File: src/rtl/flash_cmd_pkg.sv
package flash_cmd_pkg;
    localparam int unsigned ADDR_W   = 8;
    localparam int unsigned DATA_W   = 32;
    localparam int unsigned OPC_W    = 8;
    localparam int unsigned ARG_W    = 16;
    localparam int unsigned ECC_N    = 4;

    localparam logic [ADDR_W-1:0] OFF_MODE = 8'h00;
    localparam logic [ADDR_W-1:0] OFF_CMD  = 8'h04;
    localparam logic [ADDR_W-1:0] OFF_STAT = 8'h08;
    localparam logic [ADDR_W-1:0] OFF_RES  = 8'h0C;
    localparam logic [ADDR_W-1:0] OFF_PROT = 8'hE4;

    localparam logic [7:0]        CMD_KEY   = 8'h5A;
    localparam logic [23:0]       PROT_KEY  = 24'h454643;
    localparam logic [DATA_W-1:0] MODE_MASK = 32'h0401_0F01;

    typedef struct packed {
        logic [ECC_N-1:0] ecc;
        logic             flerr;
        logic             locke;
        logic             cmde;
    } stat_flags_t;

    typedef struct packed {
        logic [DATA_W-1:0] mode;
        logic              prot_en;
        logic [DATA_W-1:0] result;
        logic              start;
        logic [OPC_W-1:0]  opc;
        logic [ARG_W-1:0]  arg;
    } front_regs_t;
endpackage

File: src/rtl/flash_cmd_decode.sv
module flash_cmd_decode
    import flash_cmd_pkg::*;
#(
    parameter logic [OPC_W-1:0] OPC_LAST = 8'h15,
    parameter logic [OPC_W-1:0] OPC_GAP  = 8'h06
) (
    input  logic [OPC_W-1:0] opc_i,
    output logic             legal_o
);
    always_comb begin
        legal_o = (opc_i <= OPC_LAST) && (opc_i != OPC_GAP);
    end
endmodule

File: src/rtl/flash_cmd_status.sv
module flash_cmd_status
    import flash_cmd_pkg::*;
(
    input  logic             clk,
    input  logic             rst_n,
    input  logic             rd_clr_i,
    input  logic             keyed_i,
    input  logic             accept_i,
    input  logic             reject_i,
    input  logic             lock_err_i,
    input  logic             flash_err_i,
    input  logic [ECC_N-1:0] ecc_err_i,
    output stat_flags_t      flags_o
);
    stat_flags_t flags_d, flags_q;

    always_comb begin
        flags_d = flags_q;
        if (rd_clr_i) begin
            flags_d.cmde  = 1'b0;
            flags_d.locke = 1'b0;
            flags_d.ecc   = '0;
        end
        if (keyed_i)     flags_d.cmde  = 1'b0;
        if (reject_i)    flags_d.cmde  = 1'b1;
        if (accept_i)    flags_d.flerr = 1'b0;
        if (lock_err_i)  flags_d.locke = 1'b1;
        if (flash_err_i) flags_d.flerr = 1'b1;
        flags_d.ecc = flags_d.ecc | ecc_err_i;
    end

    always_ff @(posedge clk or negedge rst_n) begin
        if (!rst_n) flags_q <= '0;
        else        flags_q <= flags_d;
    end

    assign flags_o = flags_q;

    AST_ECC_STICKY: assert property (@(posedge clk) disable iff (!rst_n)
        (ecc_err_i != '0) |=> ((flags_q.ecc & $past(ecc_err_i)) == $past(ecc_err_i)));
    AST_FLERR_HOLD: assert property (@(posedge clk) disable iff (!rst_n)
        (flags_q.flerr && !accept_i) |=> flags_q.flerr);
    AST_REJECT_FLAG: assert property (@(posedge clk) disable iff (!rst_n)
        reject_i |=> flags_q.cmde);
endmodule

File: src/rtl/flash_cmd_regs.sv
module flash_cmd_regs
    import flash_cmd_pkg::*;
#(
    parameter logic [OPC_W-1:0] OPC_LAST = 8'h15,
    parameter logic [OPC_W-1:0] OPC_GAP  = 8'h06
) (
    input  logic              clk,
    input  logic              rst_n,
    input  logic [ADDR_W-1:0] bus_addr,
    input  logic              bus_wr,
    input  logic              bus_rd,
    input  logic [DATA_W-1:0] bus_wdata,
    output logic [DATA_W-1:0] bus_rdata,
    output logic              cmd_start,
    output logic [OPC_W-1:0]  cmd_opcode,
    output logic [ARG_W-1:0]  cmd_arg,
    input  logic              eng_busy,
    input  logic              eng_res_vld,
    input  logic [DATA_W-1:0] eng_res,
    input  logic              lock_err_in,
    input  logic              flash_err_in,
    input  logic [ECC_N-1:0]  ecc_err_in,
    output logic              irq
);
    localparam int unsigned KEY_LSB = DATA_W - 8;

    front_regs_t regs_d, regs_q;
    stat_flags_t flags;
    logic        legal, busy, keyed, accept, reject, rd_stat;

    flash_cmd_decode #(.OPC_LAST(OPC_LAST), .OPC_GAP(OPC_GAP)) u_decode (
        .opc_i   (bus_wdata[OPC_W-1:0]),
        .legal_o (legal)
    );

    always_comb begin
        busy    = eng_busy | regs_q.start;
        keyed   = bus_wr && (bus_addr == OFF_CMD) && (bus_wdata[DATA_W-1:KEY_LSB] == CMD_KEY);
        accept  = keyed && legal && !busy;
        reject  = keyed && !accept;
        rd_stat = bus_rd && (bus_addr == OFF_STAT);

        regs_d       = regs_q;
        regs_d.start = accept;
        if (accept) begin
            regs_d.opc = bus_wdata[OPC_W-1:0];
            regs_d.arg = bus_wdata[OPC_W+ARG_W-1:OPC_W];
        end
        if (bus_wr && (bus_addr == OFF_MODE) && !regs_q.prot_en)
            regs_d.mode = bus_wdata & MODE_MASK;
        if (bus_wr && (bus_addr == OFF_PROT) && (bus_wdata[DATA_W-1:8] == PROT_KEY))
            regs_d.prot_en = bus_wdata[0];
        if (eng_res_vld)
            regs_d.result = eng_res;
    end

    always_ff @(posedge clk or negedge rst_n) begin
        if (!rst_n) regs_q <= '0;
        else        regs_q <= regs_d;
    end

    flash_cmd_status u_status (
        .clk         (clk),
        .rst_n       (rst_n),
        .rd_clr_i    (rd_stat),
        .keyed_i     (keyed),
        .accept_i    (accept),
        .reject_i    (reject),
        .lock_err_i  (lock_err_in),
        .flash_err_i (flash_err_in),
        .ecc_err_i   (ecc_err_in),
        .flags_o     (flags)
    );

    always_comb begin
        bus_rdata = '0;
        case (bus_addr)
            OFF_MODE: bus_rdata = regs_q.mode;
            OFF_STAT: bus_rdata = {{(DATA_W-16-ECC_N){1'b0}}, flags.ecc, 12'b0,
                                   flags.flerr, flags.locke, flags.cmde, ~busy};
            OFF_RES:  bus_rdata = regs_q.result;
            OFF_PROT: bus_rdata = {{(DATA_W-1){1'b0}}, regs_q.prot_en};
            default:  bus_rdata = '0;
        endcase
    end

    assign cmd_start  = regs_q.start;
    assign cmd_opcode = regs_q.opc;
    assign cmd_arg    = regs_q.arg;
    assign irq        = regs_q.mode[0] & ~busy;

    AST_START_KEYED: assert property (@(posedge clk) disable iff (!rst_n)
        cmd_start |-> $past(bus_wr && (bus_addr == OFF_CMD) && (bus_wdata[DATA_W-1:KEY_LSB] == CMD_KEY)));
    AST_START_LEGAL: assert property (@(posedge clk) disable iff (!rst_n)
        cmd_start |-> ((cmd_opcode <= OPC_LAST) && (cmd_opcode != OPC_GAP)));
    AST_NO_START_BUSY: assert property (@(posedge clk) disable iff (!rst_n)
        cmd_start |-> (!$past(eng_busy) && !$past(cmd_start)));
    AST_PROT_FREEZE: assert property (@(posedge clk) disable iff (!rst_n)
        (regs_q.prot_en && bus_wr && (bus_addr == OFF_MODE)) |=> $stable(regs_q.mode));
    AST_IRQ_QUIET_BUSY: assert property (@(posedge clk) disable iff (!rst_n)
        (eng_busy || cmd_start) |-> !irq);
endmodule

File: config.mk
export PLATFORM = sky130hd
export DESIGN_NAME = flash_cmd_regs
export DESIGN_NICKNAME = d
export VERILOG_FILES = /design/src/rtl/flash_cmd_pkg.sv /design/src/rtl/flash_cmd_decode.sv /design/src/rtl/flash_cmd_status.sv /design/src/rtl/flash_cmd_regs.sv
export SDC_FILE = /design/constraint.sdc
export NUM_CORES = 1
export LEC_CHECK = 0
export BUFFER_PORTS_ARGS = -buffer_cell sky130_fd_sc_hd__buf_2
export CAP_MARGIN = 20
export CORE_MARGIN = 1
export CORE_UTILIZATION = 43
export DETAILED_ROUTE_END_ITERATION = 16
export PLACE_DENSITY = 0.75
export SETUP_SLACK_MARGIN = 0.02
export SYNTH_ARGS = -nofsm -noshare
export SYNTH_HDL_FRONTEND = slang
export SYNTH_SLANG_ARGS = --single-unit
File: constraint.sdc
create_clock -name clk -period 1.8 [get_ports clk]
set_clock_uncertainty 0.1 [all_clocks]
set_input_delay 0.27 -clock clk [delete_from_list [all_inputs] [get_ports clk]]
set_output_delay 0.27 -clock clk [all_outputs]
set_load 0.1 [all_outputs]
* Word-level counts from Yosys, hierarchy flattened
Index checks and enable logic that the tools add are counted.
** Word-level totals
- Output and inout port bits :: 58
- Logic and storage cells :: 48
- Register bits after elaboration :: 72
** Cells by class
- Reduce and logical (&&, ||, !) cells :: 18
- Equality and inequality tests :: 7
- Mux-type cells :: 8
- Bitwise gates (word level) :: 4
- Order comparisons :: 1
** Operator list (count)
- $pmux W32 S4 :: 1
- $eq A24 B23 Y1 const B :: 1
- $eq A8 B4 Y1 const B :: 2
- $logic_and A1 B1 Y1 :: 11
- $eq A8 B3 Y1 const B :: 1
- $eq A8 B7 Y1 const B :: 1
- $eq A8 B8 Y1 const B :: 1
- $le A8 B5 Y1 const B :: 1
- $logic_not A8 Y1 :: 1
- $ne A8 B3 Y1 const B :: 1
- $mux W1 :: 5
- $mux W4 :: 1
- $or A4 B4 Y4 :: 1
- $reduce_bool A2 Y1 :: 2
- $logic_not A1 Y1 :: 3
- $reduce_bool A3 Y1 :: 1
- $mux W2 :: 1
- $and A1 B1 Y1 :: 1
- $not A1 Y1 :: 1
- $or A1 B1 Y1 :: 1

* Depth between registers and ports, before layout
- Word-level depth :: 8
- Gate-level depth with buffers :: 6

* Cells and area by module
Synthesis repeated with hierarchy kept, for this count alone.
** Second synthesis, totals
- Cell total of the unflattened synthesis :: 254
- Area total of the unflattened synthesis :: 3447.1 um^2
** By module, submodules not included
- flash_cmd_regs :: times used 1, cells each 234, area an instance 3178.0 um^2
- flash_cmd_status :: times used 1, cells each 17, area an instance 239.0 um^2
- flash_cmd_decode :: times used 1, cells each 3, area an instance 30.0 um^2

* Worst setup path before layout
No wires, ideal clock.
- Path kind :: in2out
- From :: input port bus_addr[5]
- To :: output port bus_rdata[10]
- Required time :: 1.430 ns
- Stages :: 5
- Slack :: -0.505 ns
- Path buffers :: 1
- Data arrival time :: 1.935 ns
- Cell sequence :: nor3_2 -> nand2_1 -> nor2_1 -> clkbuf_1 -> a22o_1
** Between the ends
- Word-level cells in the longest chain between the ends :: 2
- Elaborated cells on any way between the ends :: 5
- Those cells by class :: eq/ne (3); mux (1); reduce/logical (1)
** RTL lines
- from (decl) :: RTL line flash_cmd_regs.sv:9 : input logic [ADDR_W-1:0] bus_addr,
- $eq A8 B8 Y1 (tied with other cells) :: RTL line flash_cmd_regs.sv:77 : case (bus_addr)
- $pmux W32 S4 (*) :: RTL line flash_cmd_regs.sv:77
- to (decl) :: RTL line flash_cmd_regs.sv:13 : output logic [DATA_W-1:0] bus_rdata,
Mark *: on every way between the ends. The rest lies on a longest branch, timed or not.

* Worst setup path after layout
- From :: register regs_q[24], in the netlist cmd_start
- To :: register regs_q[20], in the netlist cmd_opcode[4]
** Between the ends
- Word-level cells in the longest chain between the ends :: 3
** RTL lines
- from (decl) :: RTL line flash_cmd_regs.sv:27 : front_regs_t regs_d, regs_q;
- from (signal assigned) :: RTL line flash_cmd_regs.sv:59 : else regs_q <= regs_d;
- $or A1 B1 Y1 :: RTL line flash_cmd_regs.sv:37 : busy = eng_busy | regs_q.start;
- $logic_not A1 Y1 :: RTL line flash_cmd_regs.sv:39 : accept = keyed && legal && !busy;
- $logic_and A1 B1 Y1 :: RTL line flash_cmd_regs.sv:39
Every way passes these cells.
A chain may end at the register's enable or synchronous reset.

==> run metrics <==
Hold Path Depth 2; worst-path cell chain nor2_4, o211ai_1, or3b_4, buf_4, mux2_4; PortBufs 141; DR pass1 iterations 4; clock sink total 72; final instance area 0.00534 mm²; switching portion of total power 24.5%; Nets 494; Req. time, crit path 1.93 ns; mean number of vias per cell 4.95; total gr overflow 0; initial antenna violation count 0; failing checks negative setup slack; final core utilization 69.4%; synthesized flop and latch total 72; Rows 32; Flop pwr share 51.4%; max-slew violation count 0; slew margin rel. approximately two thirds; r2r endpoint cmd_opcode[4]; DP Area 0.00493 mm²; CP Launch Type register; Core Box Area 0.00769 mm²; CP Buf/Inv Count 1; Clock transition at path regs 0.08 ns; commonest non-fill, non-tap cell in the layout buf_2; DIE AREA around 0.0083 mm²; RSZ-0062 raised after global routing yes; power per cell area between 600 and 700 mW/mm²; max cap viols 0; crit share post-route 103%; met2 wire length about 4200 µm; Initial Utilization 44.4%; Synth async-reset ratio 100%; most frequent cells in the layout 102 x buf_2, 71 x dfrtp_1, 45 x mux2_2, 37 x buf_12, 28 x buf_4; Syn-to-layout area delta 56.5%; Critical Path AT 1.98 ns; H-tree levels 3; CTS tree yes; yosys warns 0; GP Congestion 0.741; filler cell count about 550; die height about 91 µm; register area share after synthesis 52.8%; Mapped Area roughly 0.0034 mm²; Worst-Skew Late Latency approximately 0.34 ns; post-place setup slack -0.242 ns; Setup Crit Path Kind reg2reg; CP max FO 6; Comb power frac 11.3%; average routed wire per standard cell 16.0 µm; Syn Area/Cell roughly 13 µm²; Post-synth EDFFs 0; All-Layer GR Usage 20.9%; HPWL Detailed 6260 µm; Distinct cells, synth 35; Worst Reg-to-Reg Cells 5; Final Hold Viols 0; post-layout worst setup margin -0.0506 ns; Final TNS setup -0.718 ns; Hold/Removal Path Class in2reg; Die X-Extent 91.1 µm; first-pass GRT wire length about 13000 µm; Root Driver clkbuf_8; largest net degree at the start of global routing 34; net switching power roughly 830 µW; ratio of cells with drive above 1 in the final layout 72.5%; R2R Path Start cmd_start; number of remaining DRC errors 0; Peak Freq 540 MHz; post-route ant nets 0; Largest delay share family, worst path simple AND/OR/NAND/NOR gates; hold path start eng_res[14]; post-synthesis cell count 254; r2r setup slk -0.05 ns; clock buffer count from CTS 9; highest routed layer met4; met1 WL 3550 µm; Max rail drop VDD about 0.00042 V; Worst setup EP type register; Syn Nets ~340; top_reg_cell synth dfrtp_1; met3 routed WL 418 µm; Hold Slack 0.0529 ns; Iteration-0 DRC Markers 32; worst slew pin tran 0.498 ns; Clk pwr share 37.3%; Final setup viols 22; final wirelength between 8000 and 9000 µm; Longest Clk Path Bufs 2; CP max stage delay 0.49 ns; n_diodes 0; Pint around 2600 µW; WHS Endpoint regs_q[39]; status finished, violations left; DR vias 2560; CP max-delay cell dfrtp_4; Lkg Pwr 0.00263 µW; number of global-route vias before repair 2724; min cycle time layout 1.85 ns; # IOs 142
## flip-flops by register name, indices dropped and copies added (netlist names)
signal,flops
cmd_start,1
cmd_arg,16
u_status.flags_o,7
cmd_opcode,8
regs_q,40
## per-layer routing
metal | vias to the layer above | track usage [%]
met5 | - | 0
met4 | 0 | 8.20
met3 | 10 | 4.69
met2 | 109 | 34.7
met1 | 1249 | 26.6
li1 | 1192 | -
## synth_stat cells (4+ instances only)
| master | number | area (µm²) |
|---|---|---|
| clkbuf_1 | 6 | 22.5 |
| and2_1 | 23 | 144 |
| a21o_1 | 6 | 45.0 |
| a22o_1 | 12 | 105 |
| mux2_4 | 16 | 240 |
| nor2_1 | 4 | 15.0 |
| dfrtp_1 | 72 | 1800 |
| mux2_2 | 46 | 518 |
| nand2_1 | 4 | 15.0 |
| buf_4 | 24 | 180 |
## worst max path at each step
stage,from,to,slack (ns),cells after the start
6_report,cmd_start,cmd_opcode[4],-0.05,5
5_1_grt,cmd_start,cmd_opcode[1],-0.1,5
3_5_place_dp,bus_wdata[31],cmd_arg[15],-0.24,6
2_1_floorplan,cmd_start,cmd_arg[0],-0.20,6
4_1_cts,cmd_start,cmd_opcode[1],-0.05,5
3_3_place_gp,bus_wdata[31],cmd_opcode[4],-0.20,6
## layout make-up
class / instances / area (µm²) / share of cell area (%)
sequential: 72 / 1810 / 33.8
clock buffer: 10 / 128 / 2.39
tap: 102 / 128 / 2.39
clock inverter: 6 / 68.8 / 1.29
multi-input combinational: 146 / 1570 / 29.5
timing repair buffer: 181 / 1630 / 30.6
## stage by stage
step / total power (µW) / cells
after detailed placement: 2130 / 490
final: 3400 / 517
after floorplan: 1910 / 254
after global placement: 2110 / 490
after CTS: 3430 / 513
after global routing: 3550 / 517
## power by group through the flow
stage | registers [µW] | logic (µW) | clock network, µW
finish | 1750 | 384 | 1270
global route | 1760 | 417 | 1380
CTS | 1750 | 382 | 1310
detailed placement | 1780 | 357 | 0
global placement | 1770 | 344 | 0
floorplan | 1760 | 147 | 0
## repair_timing
action	in CTS	in global routing
gates resized for setup	17	6
gates cloned	0	2
buffers inserted	2	2
pin swaps	2	18
hold endpoints to repair	35	1
hold buffers	5	1
endpoints found under the setup margin	53	54
## kinds of logic (layout without fill, tap and decap cells)
kind of cell           Yosys count  after routing  share of synthesized area [%]
multiplexers                    62             62                           22.2
buffers and inverters           36            197                           7.26
AO/OA/AOI/OAI                   24             24                           5.72
AND/OR/NAND/NOR                 60             60                           12.0
flip-flops                      72             72                           52.8
No activity file was read; power rests on OpenSTA's default activity.
